[src/rtl/stwd_pkg.sv]
package stwd_pkg;
   typedef enum logic [1:0] {
      STWD_OK     = 2'd0,
      STWD_TOGGLE = 2'd1,
      STWD_RESET  = 2'd2
   } stwd_status_e;
endpackage

[src/rtl/stwd_snap.sv]
// Saved copy of one progress counter with change detection.
module stwd_snap #(
   parameter int W = 16
) (
   input  logic         clk,
   input  logic         rst_n,
   input  logic         load,
   input  logic [W-1:0] din,
   output logic         changed
);
   generate
      if (W < 1) begin : g_bad_w
         $error("stwd_snap: W must be at least 1");
      end
   endgenerate

   logic [W-1:0] snap_q;

   always_ff @(posedge clk) begin
      if (!rst_n)    snap_q <= '0;
      else if (load) snap_q <= din;
   end

   assign changed = (din != snap_q);

   AST_SNAP_HOLD: assert property (@(posedge clk) disable iff (!rst_n)
      !load |=> $stable(snap_q));
endmodule

[src/rtl/stwd_escalate.sv]
// Consecutive-stall counter; over_o reports that the limit was passed.
module stwd_escalate #(
   parameter int LIMIT = 4
) (
   input  logic clk,
   input  logic rst_n,
   input  logic clr,
   input  logic inc,
   output logic over_o
);
   generate
      if (LIMIT < 0) begin : g_bad_limit
         $error("stwd_escalate: LIMIT must not be negative");
      end
   endgenerate

   localparam int CW = $clog2(LIMIT + 2) + 1;
   localparam logic [CW-1:0] LIM = CW'(LIMIT);

   logic [CW-1:0] cnt_q;

   always_ff @(posedge clk) begin
      if (!rst_n)   cnt_q <= '0;
      else if (clr) cnt_q <= '0;
      else if (inc) cnt_q <= cnt_q + 1'b1;
   end

   assign over_o = (cnt_q > LIM);

   AST_ESC_EXCLUSIVE: assert property (@(posedge clk) disable iff (!rst_n)
      !(clr && inc));
   AST_ESC_BOUND: assert property (@(posedge clk) disable iff (!rst_n)
      cnt_q <= LIM + 1'b1);
endmodule

[src/rtl/stwd_toggle.sv]
// Holds the transmit enable low for LOW_CYCLES cycles after start.
module stwd_toggle #(
   parameter int LOW_CYCLES = 2
) (
   input  logic clk,
   input  logic rst_n,
   input  logic start,
   output logic busy
);
   generate
      if (LOW_CYCLES < 1) begin : g_bad_len
         $error("stwd_toggle: LOW_CYCLES must be at least 1");
      end
   endgenerate

   generate
      if (LOW_CYCLES == 1) begin : g_single
         logic busy_q;
         always_ff @(posedge clk) begin
            if (!rst_n) busy_q <= 1'b0;
            else        busy_q <= start;
         end
         assign busy = busy_q;
      end else begin : g_count
         localparam int CW = $clog2(LOW_CYCLES + 1);
         localparam logic [CW-1:0] LOAD = CW'(LOW_CYCLES);
         logic [CW-1:0] left_q;
         always_ff @(posedge clk) begin
            if (!rst_n)           left_q <= '0;
            else if (start)       left_q <= LOAD;
            else if (left_q != 0) left_q <= left_q - 1'b1;
         end
         assign busy = (left_q != '0);
      end
   endgenerate

   AST_START_IDLE: assert property (@(posedge clk) disable iff (!rst_n)
      start |-> !busy);
   AST_START_BUSY: assert property (@(posedge clk) disable iff (!rst_n)
      start |=> busy);
endmodule

[src/rtl/tx_stall_watchdog.sv]
module tx_stall_watchdog
   import stwd_pkg::*;
#(
   parameter int FRAME_W    = 16,
   parameter int PAUSE_W    = 16,
   parameter int SOP_W      = 16,
   parameter int UP_W       = 16,
   parameter int ESC_LIMIT  = 4,
   parameter int LOW_CYCLES = 2
) (
   input  logic               clk,
   input  logic               rst_n,
   input  logic               check_tick,
   input  logic               tx_en_i,
   input  logic [FRAME_W-1:0] frame_cnt_i,
   input  logic [PAUSE_W-1:0] pause_cnt_i,
   input  logic [SOP_W-1:0]   sop_cnt_i,
   input  logic [UP_W-1:0]    up_cnt_i,
   output logic               tx_en_o,
   output logic               toggle_o,
   output logic               reset_req_o,
   output logic [1:0]         status_o
);
   localparam int RUN_W = $clog2(LOW_CYCLES + 1) + 1;

   logic busy, accept;
   logic frame_chg, pause_chg, up_chg;
   logic quiet, sampled, stall, over;
   logic esc_clr, esc_inc, tog_start;
   logic prev_sop_zero_q, reset_req_q;
   stwd_status_e status_q, status_d;

   assign accept = check_tick && !busy;

   stwd_snap #(.W(FRAME_W)) u_snap_frame (
      .clk(clk), .rst_n(rst_n), .load(accept),
      .din(frame_cnt_i), .changed(frame_chg));

   stwd_snap #(.W(PAUSE_W)) u_snap_pause (
      .clk(clk), .rst_n(rst_n), .load(accept),
      .din(pause_cnt_i), .changed(pause_chg));

   stwd_snap #(.W(UP_W)) u_snap_up (
      .clk(clk), .rst_n(rst_n), .load(accept && sampled),
      .din(up_cnt_i), .changed(up_chg));

   // Only the zero/nonzero nature of the previous start-of-packet sample
   // matters; reset value 0 means "progressing".
   always_ff @(posedge clk) begin
      if (!rst_n)      prev_sop_zero_q <= 1'b0;
      else if (accept) prev_sop_zero_q <= sampled;
   end

   always_comb begin
      quiet   = !frame_chg && !pause_chg;
      sampled = quiet && (sop_cnt_i == '0);
      stall   = sampled && up_chg && prev_sop_zero_q;
      if (stall) status_d = over ? STWD_RESET : STWD_TOGGLE;
      else       status_d = STWD_OK;
   end

   assign esc_clr   = accept && (!quiet || (sampled && !stall) || (stall && over));
   assign esc_inc   = accept && stall && !over;
   assign tog_start = esc_inc;

   stwd_escalate #(.LIMIT(ESC_LIMIT)) u_esc (
      .clk(clk), .rst_n(rst_n), .clr(esc_clr), .inc(esc_inc), .over_o(over));

   stwd_toggle #(.LOW_CYCLES(LOW_CYCLES)) u_tog (
      .clk(clk), .rst_n(rst_n), .start(tog_start), .busy(busy));

   always_ff @(posedge clk) begin
      if (!rst_n) begin
         status_q    <= STWD_OK;
         reset_req_q <= 1'b0;
      end else begin
         reset_req_q <= accept && stall && over;
         if (accept) status_q <= status_d;
      end
   end

   assign status_o    = status_q;
   assign reset_req_o = reset_req_q;
   assign toggle_o    = busy;
   assign tx_en_o     = tx_en_i && !busy;

   // Checker state: length of the current low window.
   logic [RUN_W-1:0] run_q;
   always_ff @(posedge clk) begin
      if (!rst_n)    run_q <= '0;
      else if (busy) run_q <= run_q + 1'b1;
      else           run_q <= '0;
   end

   AST_STATUS_LEGAL: assert property (@(posedge clk) disable iff (!rst_n)
      status_o != 2'd3);
   AST_RESET_PULSE: assert property (@(posedge clk) disable iff (!rst_n)
      reset_req_o |=> !reset_req_o);
   AST_RESET_STATUS: assert property (@(posedge clk) disable iff (!rst_n)
      reset_req_o |-> (status_o == 2'd2) && !toggle_o);
   AST_TOGGLE_STATUS: assert property (@(posedge clk) disable iff (!rst_n)
      $rose(toggle_o) |-> status_o == 2'd1);
   AST_TOGGLE_WIDTH: assert property (@(posedge clk) disable iff (!rst_n)
      $fell(toggle_o) |-> run_q == RUN_W'(LOW_CYCLES));
   AST_BUSY_HOLDS: assert property (@(posedge clk) disable iff (!rst_n)
      toggle_o |=> $stable(status_o));
endmodule

[config.mk]
export PLATFORM = sky130hd
export DESIGN_NAME = tx_stall_watchdog
export DESIGN_NICKNAME = d
export VERILOG_FILES = /design/src/rtl/stwd_pkg.sv /design/src/rtl/stwd_snap.sv /design/src/rtl/stwd_escalate.sv /design/src/rtl/stwd_toggle.sv /design/src/rtl/tx_stall_watchdog.sv
export SDC_FILE = /design/constraint.sdc
export NUM_CORES = 1
export LEC_CHECK = 0
export BUFFER_PORTS_ARGS = -buffer_cell sky130_fd_sc_hd__buf_2
export CORE_ASPECT_RATIO = 0.7
export CORE_MARGIN = 4
export CORE_UTILIZATION = 59
export CTS_BUF_LIST = sky130_fd_sc_hd__clkbuf_4 sky130_fd_sc_hd__clkbuf_8
export DETAILED_ROUTE_END_ITERATION = 10
export MAX_ROUTING_LAYER = met4
export PLACE_DENSITY = 0.84
export REMOVE_ABC_BUFFERS = 1
export SLEW_MARGIN = 20
export SYNTH_ARGS = -nofsm -noshare
export SYNTH_HDL_FRONTEND = slang
export SYNTH_HIERARCHICAL = 1
export SYNTH_SLANG_ARGS = --single-unit
[constraint.sdc]
create_clock -name clk -period 5.7 [get_ports clk]
set_clock_uncertainty 0.15 [all_clocks]
set_input_delay 0.285 -clock clk [delete_from_list [all_inputs] [get_ports clk]]
set_output_delay 0.285 -clock clk [all_outputs]
set_load 0.005 [all_outputs]
Word-level counts from Yosys, hierarchy flattened:

Index checks and enable logic that the tools add are counted.

* add/sub/neg operators: 2
* multiply operators: 0
* div/mod/pow operators: 0
* $lt $le $gt $ge: 1
* eq/ne operators: 3
* shifts and indexed selects: 0
* muxes and demuxes: 4
* bitwise logic cells: 1
* reduce and logical (&&, ||, !) cells: 26

Operator list (count)
* $ne 16x16->1: 3
* $logic_not 16->1: 1
* $logic_and 1x1->1: 13
* $mux 2: 4
* $logic_not 1->1: 6
* $add 4x1->4 const B: 1
* $gt 4x3->1 const B: 1
* $reduce_bool 2->1: 2
* $reduce_or 2->1: 2
* $logic_or 1x1->1: 2
* $sub 2x1->2 const B: 1
* $not 1->1: 1

* flip-flop bits (word level): 58
* latch bits: 0
* memory bits (writable): 0
* memory bits (read-only): 0
* input bits: 68
* output and inout bits: 5
* word-level logic and storage cells: 46
* memories kept: 0

Depth between registers and ports, before layout:

Gate-level depths: netlist of the first run.

* depth after elaboration: 12
* mapped depth: 10

By module:

Netlist of the first run, hierarchy kept.

By module, submodules not included
* stwd_snap: times used 3, cells each 72, area each 787.0 sq um, seq. area each 320.3 sq um
* tx_stall_watchdog: times used 1, cells each 31, area each 276.5 sq um, seq. area each 80.1 sq um
* stwd_escalate: times used 1, cells each 22, area each 214.0 sq um, seq. area each 80.1 sq um
* stwd_toggle: times used 1, cells each 6, area each 70.1 sq um, seq. area each 40.0 sq um

Least setup slack after synthesis of the first run:

Ideal clock, no wire load.

* kind: register to register
* start point: reg u_snap_pause.snap_q[15]
* end point: reg u_esc.cnt_q[3]
* library setup time: 0.119 ns
* arrival time: 2.448 ns
* data required time: 5.431 ns
* path slack: 2.983 ns
* cell stages (with the launch flop): 9
* path buffers: 0
* clock period less this slack: 2.717 ns
* cells stage by stage: dfxtp_1 > xor2_1 > nor4_1 > nand4_1 > nor4b_4 > nand2_2 > nor4_1 > nand4_1 > mux2i_1

RTL lines
* from (decl): RTL line stwd_snap.sv:17 `logic [W-1:0] snap_q;`
* from (signal assigned): RTL line stwd_snap.sv:21 `else if (load) snap_q <= din;`
* $ne 16x16->1: RTL line stwd_snap.sv:24 `assign changed = (din != snap_q);`
* via pause_chg: RTL line tx_stall_watchdog.sv:27 `logic frame_chg, pause_chg, up_chg;`
* $logic_not 1->1: RTL line tx_stall_watchdog.sv:55 `quiet = !frame_chg && !pause_chg;`
* $logic_and 1x1->1: RTL line tx_stall_watchdog.sv:55
* $logic_and 1x1->1: RTL line tx_stall_watchdog.sv:56 `sampled = quiet && (sop_cnt_i == '0);`
* $logic_and 1x1->1 (2 in a row): RTL line tx_stall_watchdog.sv:57 `stall = sampled && up_chg && prev_sop_zero_q;`
* $logic_and 1x1->1 (2 in a row): RTL line tx_stall_watchdog.sv:63 `assign esc_inc = accept && stall && !over;`
* via esc_inc: RTL line tx_stall_watchdog.sv:29 `logic esc_clr, esc_inc, tog_start;`
* to (signal assigned): RTL line stwd_escalate.sv:25 `else if (inc) cnt_q <= cnt_q + 1'b1;`
* to (decl): RTL line stwd_escalate.sv:20 `logic [CW-1:0] cnt_q;`

The timed path passes the listed nets, and every way through them passes these cells.
A chain may end at the register's enable or synchronous reset.

Worst setup path after layout of the first run:

* start point: reg u_snap_pause.snap_q[1]
* end point: reg u_esc.cnt_q[3]

Same word-level chain as after synthesis.

==> qor.csv, run 1 <==
stage,metric,value,unit
outcome,outcome,"finished, final reports clean",
global_route,grt_start_max_net_pins,60,
place,gp_routability_congestion,0.762,
worst_hold_path,hp-class,in2reg,
power_and_ir_drop,seqPwrFrac,0.502,
synthesis,synthArstFlopShare,0,
power_and_ir_drop,switching_power,201,uW
sta,rsz0062_at_grt,no,
finish,fin_nets,421,
synthesis,synth_area,0.00292,mm2
setup_path,cp_slowest_stage_delay,0.64,ns
synthesis,synth_common_cells,"58 x dfxtp_1, 50 x mux2i_1, 49 x nor2b_1, 48 x xor2_1, 16 x nor4_1",
setup_path,cp_slowest_cell,nor4_2,
setup_path,reg2reg_to,u_esc/cnt_q[3],
clock_tree,cts_hold_buf,0,
clock_tree,postCtsSetupBuffers,0,
clock_tree,cts_tree,yes,
setup_path,crit_cells,8,
finish,antenna_cells,0,
finish,syn_to_final_growth,18.4,%
detailed_routing,antenna_left,0,
die,die_w,92.1,um
clock_tree,h-tree-depth,3,
sta,slew_headroom,0.466,
setup_path,path_cells,xor2_1 -> nor4_1 -> nand4_1 -> nor4b_4 -> nand2_2 -> nor4_2 -> nand4_1 -> mux2i_1,
synthesis,synth_top_family_by_area,simple AND/OR/NAND/NOR gates,
detailed_routing,routed-via-count,2105,
synthesis,synth-seq-area-share,0.397,
clock_tree,clkSlewWorstSetupHoldPaths,0.06,ns
die,die_h,66.9,um
synthesis,ys_ff_latch,58,
setup_path,cp_data_arrival_time,2.88,ns
synthesis,synth-compound-area-share,0.0218,
sta,holdWs,0.0839,ns
synthesis,ys.flop_type,dfxtp_1,
setup_path,cpMostUsedCell,nand4_1,
clock_tree,root_buffer,clkbuf_8,
synthesis,yosysTopAreaCell,dfxtp_1,
finish,ff_latch_area,0.00116,mm2
synthesis,yosysMostFrequentCell,dfxtp_1,
power_and_ir_drop,p_int,651,uW
setup_path,r2r_start,u_snap_pause/snap_q[1],
setup_path,worstPathRequired,5.77,ns
die,start_util,0.611,
finish,fill_cells,408,
detailed_routing,vias_per_cell,4.96,
synthesis,synth-edff-count,0,
detailed_routing,first_iter_violations,95,
detailed_routing,finalWirelength,5.41,mm
setup_path,path_delay_family,simple AND/OR/NAND/NOR gates,
run,drv_cap,0,
synthesis,netlist_instances,275,
power_and_ir_drop,p_clk_frac,0.387,
synthesis,synth-xor-area-share,0.147,
sta,fin_crit,2.81,ns
detailed_routing,first_pass_iters,4,
clock_tree,clock_latency,0.33,ns
die,coreArea,0.00478,mm2
setup_path,cp-end-kind,flop,
sta,fmax,356,MHz
detailed_routing,drc_errors,0,
sta,tightest_slew,0.801,ns
setup_path,cp_num_buf_inv,0,
global_route,grt_pass1_wl,8.83,mm
sta,setup-tns-final,0,ns
synthesis,synth_simple_gate_area_frac,0.213,
power_and_ir_drop,leakage,1.56,nW
setup_path,crit_type,reg2reg,
synthesis,ys_types,33,
global_route,antenna_found_initial,0,
clock_tree,cts_buffers,9,
setup_path,start_kind,flop,
place,place_hpwl,3.92,mm
synthesis,yosys.area.top_type_share,0.397,
setup_path,cp-startpoint,u_snap_pause/snap_q[1],
synthesis,synthTopCellsByArea,"dfxtp_1 40%, mux2i_1 17%, xor2_1 14%",
power_and_ir_drop,ir_worst_vdd,0.179,mV
finish,final_layout_size_suffix_gt1_frac,0.273,
detailed_routing,wl_per_cell,12.8,um
synthesis,syn-mean-instance-area,10.6,um2
setup_path,r2r_slack,2.89,ns
setup_path,rr_worst_depth,8,
global_route,grt_pass1_vias,2017,
finish,multi_input_area,0.00165,mm2
global_route,grt_usage,0.193,
global_route,overflow,0,
clock_tree,clock_sinks,58,
synthesis,yosysWarnings,6,
place,numPortBuffers,72,
die,rows,21,
power_and_ir_drop,p_comb_frac,0.111,
die,dieArea,0.00616,mm2
die,ios,73,
sta,finalMaxSlewViolations,0,
sta,setup_viol,0,
setup_path,crit_fanout,7,
synthesis,synthMuxAreaShare,0.171,
sta,hold_viol_final,0,
power_and_ir_drop,p_per_area,246,mW/mm2
clock_tree,ctsResizeCount,0,
sta,finalCritPeriodShare,0.493,
clock_tree,clockBufferDepth,2,
synthesis,synth_fa_ha_area_frac,0.00857,
setup_path,crit_path_end,u_esc/cnt_q[3],
power_and_ir_drop,swShare,0.236,
-- flip-flops by register name, indices dropped and copies added (netlist names) --
| register | count |
|---|---|
| u_tog/g_count.left_q | 2 |
| u_snap_up/snap_q | 16 |
| u_snap_pause/snap_q | 16 |
| u_snap_frame/snap_q | 16 |
| prev_sop_zero_q | 1 |
| status_o | 2 |
| reset_req_o | 1 |
| u_esc/cnt_q | 4 |
-- cell type report --
type	count	area share
inverters	4	0.00434
flip-flops and latches	58	0.336
repair buffers	74	0.109
clock inverters	3	0.00434
well taps	69	0.0250
clock buffers	12	0.0459
multi-input cells	204	0.476
-- layer usage --
| metal | global-route usage | part of all wire |
|---|---|---|
| met1 | 0.229 | 0.47 |
| met2 | 0.288 | 0.45 |
| met3 | 0.0903 | 0.062 |
| met4 | 0.0685 | 0.016 |
| met5 | - | 0 |
-- layout by cell type (no fill, tap or decap), types with 2 or more instances in the layout --
cell type	Yosys	routed
buf_2	0	72
dfxtp_1	58	58
mux2i_1	50	50
nor2b_1	49	49
xor2_1	48	48
nor4_1	16	15
clkbuf_8	0	11
nand3_1	6	6
nor2_1	5	5
inv_1	4	4
nand4_1	4	4
clkinv_2	0	3
nand2b_1	2	2
o21ai_0	2	2
buf_4	0	2
nand3b_1	2	2
a21oi_1	2	2
ha_1	2	2
-- power by group through the flow --
stage	registers, mW	logic (mW)	clock network [mW]
6_report	0.428	0.0949	0.329
5_1_grt	0.429	0.106	0.362
4_1_cts	0.428	0.0961	0.339
3_5_place_dp	0.436	0.0952	0
3_3_place_gp	0.436	0.0933	0
2_1_floorplan	0.435	0.0526	0
-- worst min-delay path: cells and delay by family --
kind                   cells  cell delay, ns
and+or+nand+nor            1            0.09
buffers and inverters      1            0.09
muxes                      1            0.06
-- worst min-delay path by stage --
stage,slack (ns),endpoint,from,cells past startpoint
finish,0.08,u_snap_pause/snap_q[12],pause_cnt_i[12],3
global route,0.07,u_snap_up/snap_q[9],up_cnt_i[9],3
CTS,0.07,u_snap_up/snap_q[9],up_cnt_i[9],3
detailed placement,0.34,status_o[1],status_o[1],2
global placement,0.31,status_o[1],status_o[1],2
floorplan,0.26,u_tog/g_count.left_q[1],rst_n,1
-- kinds of logic after synthesis --
kind of cell / after synthesis
fa+ha+maj: 2
compound gates: 8
buf+inv: 13
mux: 50
xor+xnor: 49
simple gates: 95
flops: 58
-- metrics by stage --
stage           util  setup WS [ns]  power (mW)  std cells  instance area, um2
2_1_floorplan      -           2.76       0.487        266                2820
3_3_place_gp   0.686           2.44       0.529        409                3280
3_5_place_dp   0.686           2.48       0.532        409                3280
4_1_cts        0.722           2.55       0.863        424                3450
5_1_grt        0.723           2.65       0.897        424                3460
6_report       0.723           2.89       0.852        424                3460
Power figures use the tool's default switching activity.
==> inputs of run 2 (changes only) <==
--- a/config.mk
+++ b/config.mk
@@ -8,11 +8,11 @@
 export BUFFER_PORTS_ARGS = -buffer_cell sky130_fd_sc_hd__buf_2
 export CORE_ASPECT_RATIO = 0.7
 export CORE_MARGIN = 4
-export CORE_UTILIZATION = 59
+export CORE_UTILIZATION = 50
 export CTS_BUF_LIST = sky130_fd_sc_hd__clkbuf_4 sky130_fd_sc_hd__clkbuf_8
 export DETAILED_ROUTE_END_ITERATION = 10
 export MAX_ROUTING_LAYER = met4
-export PLACE_DENSITY = 0.84
+export PLACE_DENSITY = 0.76
 export REMOVE_ABC_BUFFERS = 1
 export SLEW_MARGIN = 20
 export SYNTH_ARGS = -nofsm -noshare
==> constraint.sdc (replaced) <==
create_clock -name clk -period 2.56 [get_ports clk]
set_clock_uncertainty 0.15 [all_clocks]
set_input_delay 0.128 -clock clk [delete_from_list [all_inputs] [get_ports clk]]
set_output_delay 0.128 -clock clk [all_outputs]
set_load 0.005 [all_outputs]
==> qor.csv, run 2 (same netlist as run 1, synthesis figures left out) <==
stage,metric,value,unit
outcome,outcome,"finished, final reports clean",
place,placed_area,0.00332,mm2
clock_tree,clockBufferDepth,2,
sta,fin_crit,2.54,ns
sta,tightest_slew,0.471,ns
die,start_util,0.536,
finish,fin_nets,473,
power_and_ir_drop,leakage,1.83,nW
global_route,grt_usage,0.203,
sta,fmax,393,MHz
detailed_routing,routed-via-count,2388,
die,die_w,99.4,um
power_and_ir_drop,power,2.12,mW
worst_hold_path,hp-class,in2reg,
detailed_routing,vias_per_cell,4.98,
place,gp_routability_congestion,0.784,
setup_path,cp-end-kind,flop,
sta,setup_viol,0,
clock_tree,root_buffer,clkbuf_8,
global_route,overflow,0,
finish,antenna_cells,0,
finish,reg_top3,"u_snap_frame/snap_q x16, u_snap_pause/snap_q x16, u_snap_up/snap_q x16",
power_and_ir_drop,ir_worst_vdd,0.432,mV
global_route,grt_pass1_vias,2443,
place,place_hpwl,4.34,mm
global_route,antenna_found_initial,0,
die,rows,22,
setup_path,start_kind,flop,
sta,finalCritPeriodShare,0.993,
power_and_ir_drop,p_int,1.63,mW
die,die_h,72.0,um
detailed_routing,finalWirelength,6.88,mm
power_and_ir_drop,seqPwrFrac,0.450,
setup_path,worstPathRequired,2.63,ns
detailed_routing,first_pass_iters,5,
finish,final_layout_size_suffix_gt1_frac,0.260,
detailed_routing,antenna_left,0,
detailed_routing,first_iter_violations,137,
sta,slew_headroom,0.685,
finish,final_cell_area,0.00413,mm2
power_and_ir_drop,p_comb_frac,0.136,
clock_tree,h-tree-depth,3,
sta,finalMaxSlewViolations,0,
finish,mostFrequentLayoutCells,"68 x buf_2, 57 x dfxtp_1, 51 x dlygate4sd3_1, 49 x nor2b_1",
detailed_routing,wl_per_cell,14.3,um
power_and_ir_drop,p_clk_frac,0.414,
finish,syn_to_final_growth,41.5,%
finish,final_common_cell,buf_2,
power_and_ir_drop,swShare,0.229,
detailed_routing,drc_errors,0,
power_and_ir_drop,switching_power,485,uW
run,drv_cap,0,
clock_tree,cts_tree,yes,
clock_tree,clkSlewWorstSetupHoldPaths,0.06,ns
sta,rsz0062_at_grt,yes,
sta,hold_viol_final,0,
clock_tree,cts_buffers,9,
setup_path,crit_type,reg2reg,
die,dieArea,0.00715,mm2
setup_path,cp_data_arrival_time,2.61,ns
clock_tree,clock_latency,0.33,ns
die,coreArea,0.00545,mm2
setup_path,crit_fanout,8,
clock_tree,clock_sinks,58,
die,ios,73,
place,numPortBuffers,72,
global_route,grt_start_max_net_pins,36,
power_and_ir_drop,p_per_area,512,mW/mm2
sta,setup-tns-final,0,ns
global_route,grt_pass1_wl,11.2,mm
[run 2: metal layers]
layer,global-route usage,share of wire,vias up
met4,0.0530,0.010,0
li1,-,-,1205
met1,0.262,0.45,1104
met3,0.0644,0.061,11
met5,-,0,-
met2,0.310,0.48,68
[run 2: final cells by class]
| cell class | count | area [um2] |
|---|---|---|
| multi-input combinational | 204 | 1710 |
| fill | 367 | 1320 |
| sequential | 58 | 1160 |
| timing repair buffer | 126 | 951 |
| clock buffer | 14 | 174 |
| tap | 72 | 90.1 |
| clock inverter | 2 | 35.0 |
| inverter | 4 | 15.0 |
[run 2: final timing paths]
path                            slack, ns                      end  cells past startpoint                    start
worst max-delay path                 0.02     u_snap_up/snap_q[13]                      9  u_snap_frame/snap_q[10]
worst min-delay path                 0.06  u_snap_frame/snap_q[10]                      3          frame_cnt_i[10]
worst max register to register       0.02     u_snap_up/snap_q[13]                      9  u_snap_frame/snap_q[10]
worst min register to register       0.35          prev_sop_zero_q                      2          prev_sop_zero_q
[run 2: metrics by stage]
step                      utilization  setup slack, ns  hold slack, ns  cells
after global placement          0.610           0.0541           0.256    414
after CTS                       0.746          0.00560          0.0651    482
after floorplan                     -           -0.377           0.106    266
final                           0.758           0.0180          0.0606    480
after detailed placement        0.610         -0.00863           0.273    414
after global routing            0.758          -0.0765          0.0993    480
[run 2: timing repair]
action	CTS	global route
setup endpoints to repair	2	21
pin swaps	0	9
cloned	0	1
setup buffers	0	1
resized for setup	2	11
hold buffers	52	0
endpoints found under the hold margin	51	0
[run 2: worst max-delay path: stages (launching register included)]
cell and delay [ns]:
dfxtp_2 0.32, xor2_1 0.16, nor4_2 0.35, nand4_1 0.23
nor4b_4 0.37, nand2_2 0.18, nor2_4 0.19, clkbuf_16 0.20
mux2i_1 0.20, nor2b_1 0.07
[run 2: power groups by stage]
stage	clock, mW	combinational (mW)	sequential [mW]
after global routing	0.940	0.316	0.956
after detailed placement	0	0.219	0.972
after floorplan	0	0.117	0.968
final	0.877	0.287	0.953
after CTS	0.893	0.284	0.952
after global placement	0	0.215	0.970
==> inputs of run 3 (changes only) <==
--- a/config.mk
+++ b/config.mk
@@ -8,11 +8,11 @@
 export BUFFER_PORTS_ARGS = -buffer_cell sky130_fd_sc_hd__buf_2
 export CORE_ASPECT_RATIO = 0.7
 export CORE_MARGIN = 4
-export CORE_UTILIZATION = 50
+export CORE_UTILIZATION = 59
 export CTS_BUF_LIST = sky130_fd_sc_hd__clkbuf_4 sky130_fd_sc_hd__clkbuf_8
 export DETAILED_ROUTE_END_ITERATION = 10
 export MAX_ROUTING_LAYER = met4
-export PLACE_DENSITY = 0.76
+export PLACE_DENSITY = 0.84
 export REMOVE_ABC_BUFFERS = 1
 export SLEW_MARGIN = 20
 export SYNTH_ARGS = -nofsm -noshare
==> constraint.sdc (replaced) <==
create_clock -name clk -period 3.2 [get_ports clk]
set_clock_uncertainty 0.15 [all_clocks]
set_input_delay 0.16 -clock clk [delete_from_list [all_inputs] [get_ports clk]]
set_output_delay 0.16 -clock clk [all_outputs]
set_load 0.005 [all_outputs]
==> qor.csv, run 3 (same netlist as run 1, synthesis figures left out) <==
stage,metric,value,unit
sta,setup-tns-final,0,ns
place,numPortBuffers,72,
setup_path,cp_data_arrival_time,2.93,ns
finish,final_common_cell,buf_2,
clock_tree,root_buffer,clkbuf_8,
detailed_routing,finalWirelength,6.83,mm
place,placed_area,0.00329,mm2
finish,fill_cells,290,
sta,setup_viol,0,
finish,final_layout_size_suffix_gt1_frac,0.242,
detailed_routing,vias_per_cell,4.95,
global_route,grt_start_max_net_pins,60,
finish,syn_to_final_growth,35.4,%
sta,tightest_slew,0.798,ns
sta,rsz0062_at_grt,no,
setup_path,crit_fanout,16,
clock_tree,h-tree-depth,3,
clock_tree,cts_tree,yes,
power_and_ir_drop,ir_worst_vdd,0.403,mV
setup_path,rr_worst_depth,9,
power_and_ir_drop,power,1.61,mW
detailed_routing,drc_errors,0,
sta,fin_crit,2.86,ns
die,start_util,0.611,
setup_path,r2r_start,u_snap_pause/snap_q[1],
place,gp_routability_congestion,0.806,
worst_hold_path,hp-class,in2reg,
clock_tree,cts_buffers,9,
setup_path,r2r_slack,0.50,ns
die,rows,21,
worst_hold_path,holdCritStartpoint,sop_cnt_i[5],
worst_hold_path,whs_path_depth,4,
setup_path,start_kind,primary input,
detailed_routing,wl_per_cell,14.4,um
die,coreArea,0.00478,mm2
sta,finalMaxSlewViolations,0,
sta,slew_headroom,0.468,
outcome,outcome,"finished, final reports clean",
die,die_w,92.1,um
global_route,grt_pass1_vias,2392,
worst_hold_path,hold_end,prev_sop_zero_q,
clock_tree,clockBufferDepth,2,
detailed_routing,first_iter_violations,104,
setup_path,crit_type,in2reg,
power_and_ir_drop,p_per_area,407,mW/mm2
place,place_inst,410,
setup_path,cp-end-kind,flop,
finish,fin_nets,470,
die,die_h,66.9,um
global_route,grt_usage,0.239,
detailed_routing,antenna_left,0,
finish,reg_top3,"u_snap_frame/snap_q x16, u_snap_pause/snap_q x16, u_snap_up/snap_q x16",
global_route,antenna_found_initial,0,
power_and_ir_drop,leakage,1.77,nW
sta,finalCritPeriodShare,0.893,
detailed_routing,routed-via-count,2346,
global_route,grt_pass1_wl,11.0,mm
sta,hold_viol_final,0,
run,drv_cap,0,
finish,mostFrequentLayoutCells,"72 x buf_2, 58 x dfxtp_1, 50 x mux2i_1, 49 x nor2b_1",
setup_path,reg2reg_to,u_snap_up/snap_q[0],
clock_tree,clock_latency,0.33,ns
clock_tree,clock_sinks,58,
finish,antenna_cells,0,
die,dieArea,0.00616,mm2
clock_tree,clkSlewWorstSetupHoldPaths,0.07,ns
place,place_hpwl,4.02,mm
detailed_routing,first_pass_iters,4,
setup_path,worstPathRequired,3.27,ns
finish,final_cell_area,0.00396,mm2
clock_tree,ctsResizeCount,0,
global_route,overflow,0,
die,ios,73,
sta,fmax,350,MHz
finish,instances_no_fill,474,
run 3: layout make-up:
type                    instances  area [um2]  share of cell area
flip-flops and latches         58        1160               0.293
well taps                      69        86.3              0.0218
clock buffers                  12         165              0.0417
inverters                       4        15.0             0.00380
multi-input cells             204        1640               0.415
repair buffers                123         863               0.218
clock inverters                 4        25.0             0.00633
run 3: worst max-delay path by stage:
stage                                  from                   to  slack, ns  depth (start not counted)
finish                       pause_cnt_i[1]  u_snap_up/snap_q[0]       0.34                         11
global route                 pause_cnt_i[1]  u_snap_up/snap_q[0]       0.22                         11
CTS                          pause_cnt_i[1]  u_snap_up/snap_q[5]       0.47                         11
detailed placement   u_snap_pause/snap_q[1]  u_snap_up/snap_q[5]       0.64                          9
global placement    u_snap_pause/snap_q[15]       u_esc/cnt_q[3]       0.70                          9
floorplan           u_snap_pause/snap_q[15]  u_snap_up/snap_q[0]       0.26                          8
run 3: worst max-delay path, cell delays in order:
cell and delay (ns):
dlygate4sd3_1 0.54, buf_2 0.13, xor2_1 0.14, nor4_1 0.40, nand4_1 0.26, nor4b_4 0.38
nand2_2 0.14, nor2_1 0.12, buf_4 0.31, mux2i_1 0.28, nor2b_1 0.08
run 3: stage by stage:
step                setup WS, ns  hold slack (ns)   util
finish                     0.342           0.0139  0.827
global route               0.222           0.0449  0.827
CTS                        0.467          0.00178  0.827
detailed placement         0.639            0.304  0.687
global placement           0.695            0.288  0.687
floorplan                  0.263            0.138      -
run 3: routing by layer:
layer  vias up  global-route usage  routed length, um
met2        52               0.423               3440
met5         -                   -                  0
met1      1087               0.262               2960
met4         0              0.0852                116
met3        11              0.0677                305
li1       1196                   -                  -
run 3: repair_timing:
| action | in CTS | in global routing |
|---|---|---|
| buffers inserted | 0 | 0 |
| endpoints found under the setup margin | 0 | 0 |
| hold buffers | 48 | 0 |
| endpoints found under the hold margin | 48 | 0 |
run 3: power breakdown:
part	switching (mW)	internal (mW)	leakage, nW	total (mW)
clock network	0.283	0.341	0.0944	0.624
logic	0.0934	0.129	1.20	0.222
registers	0.0158	0.746	0.474	0.762
total	0.393	1.22	1.77	1.61
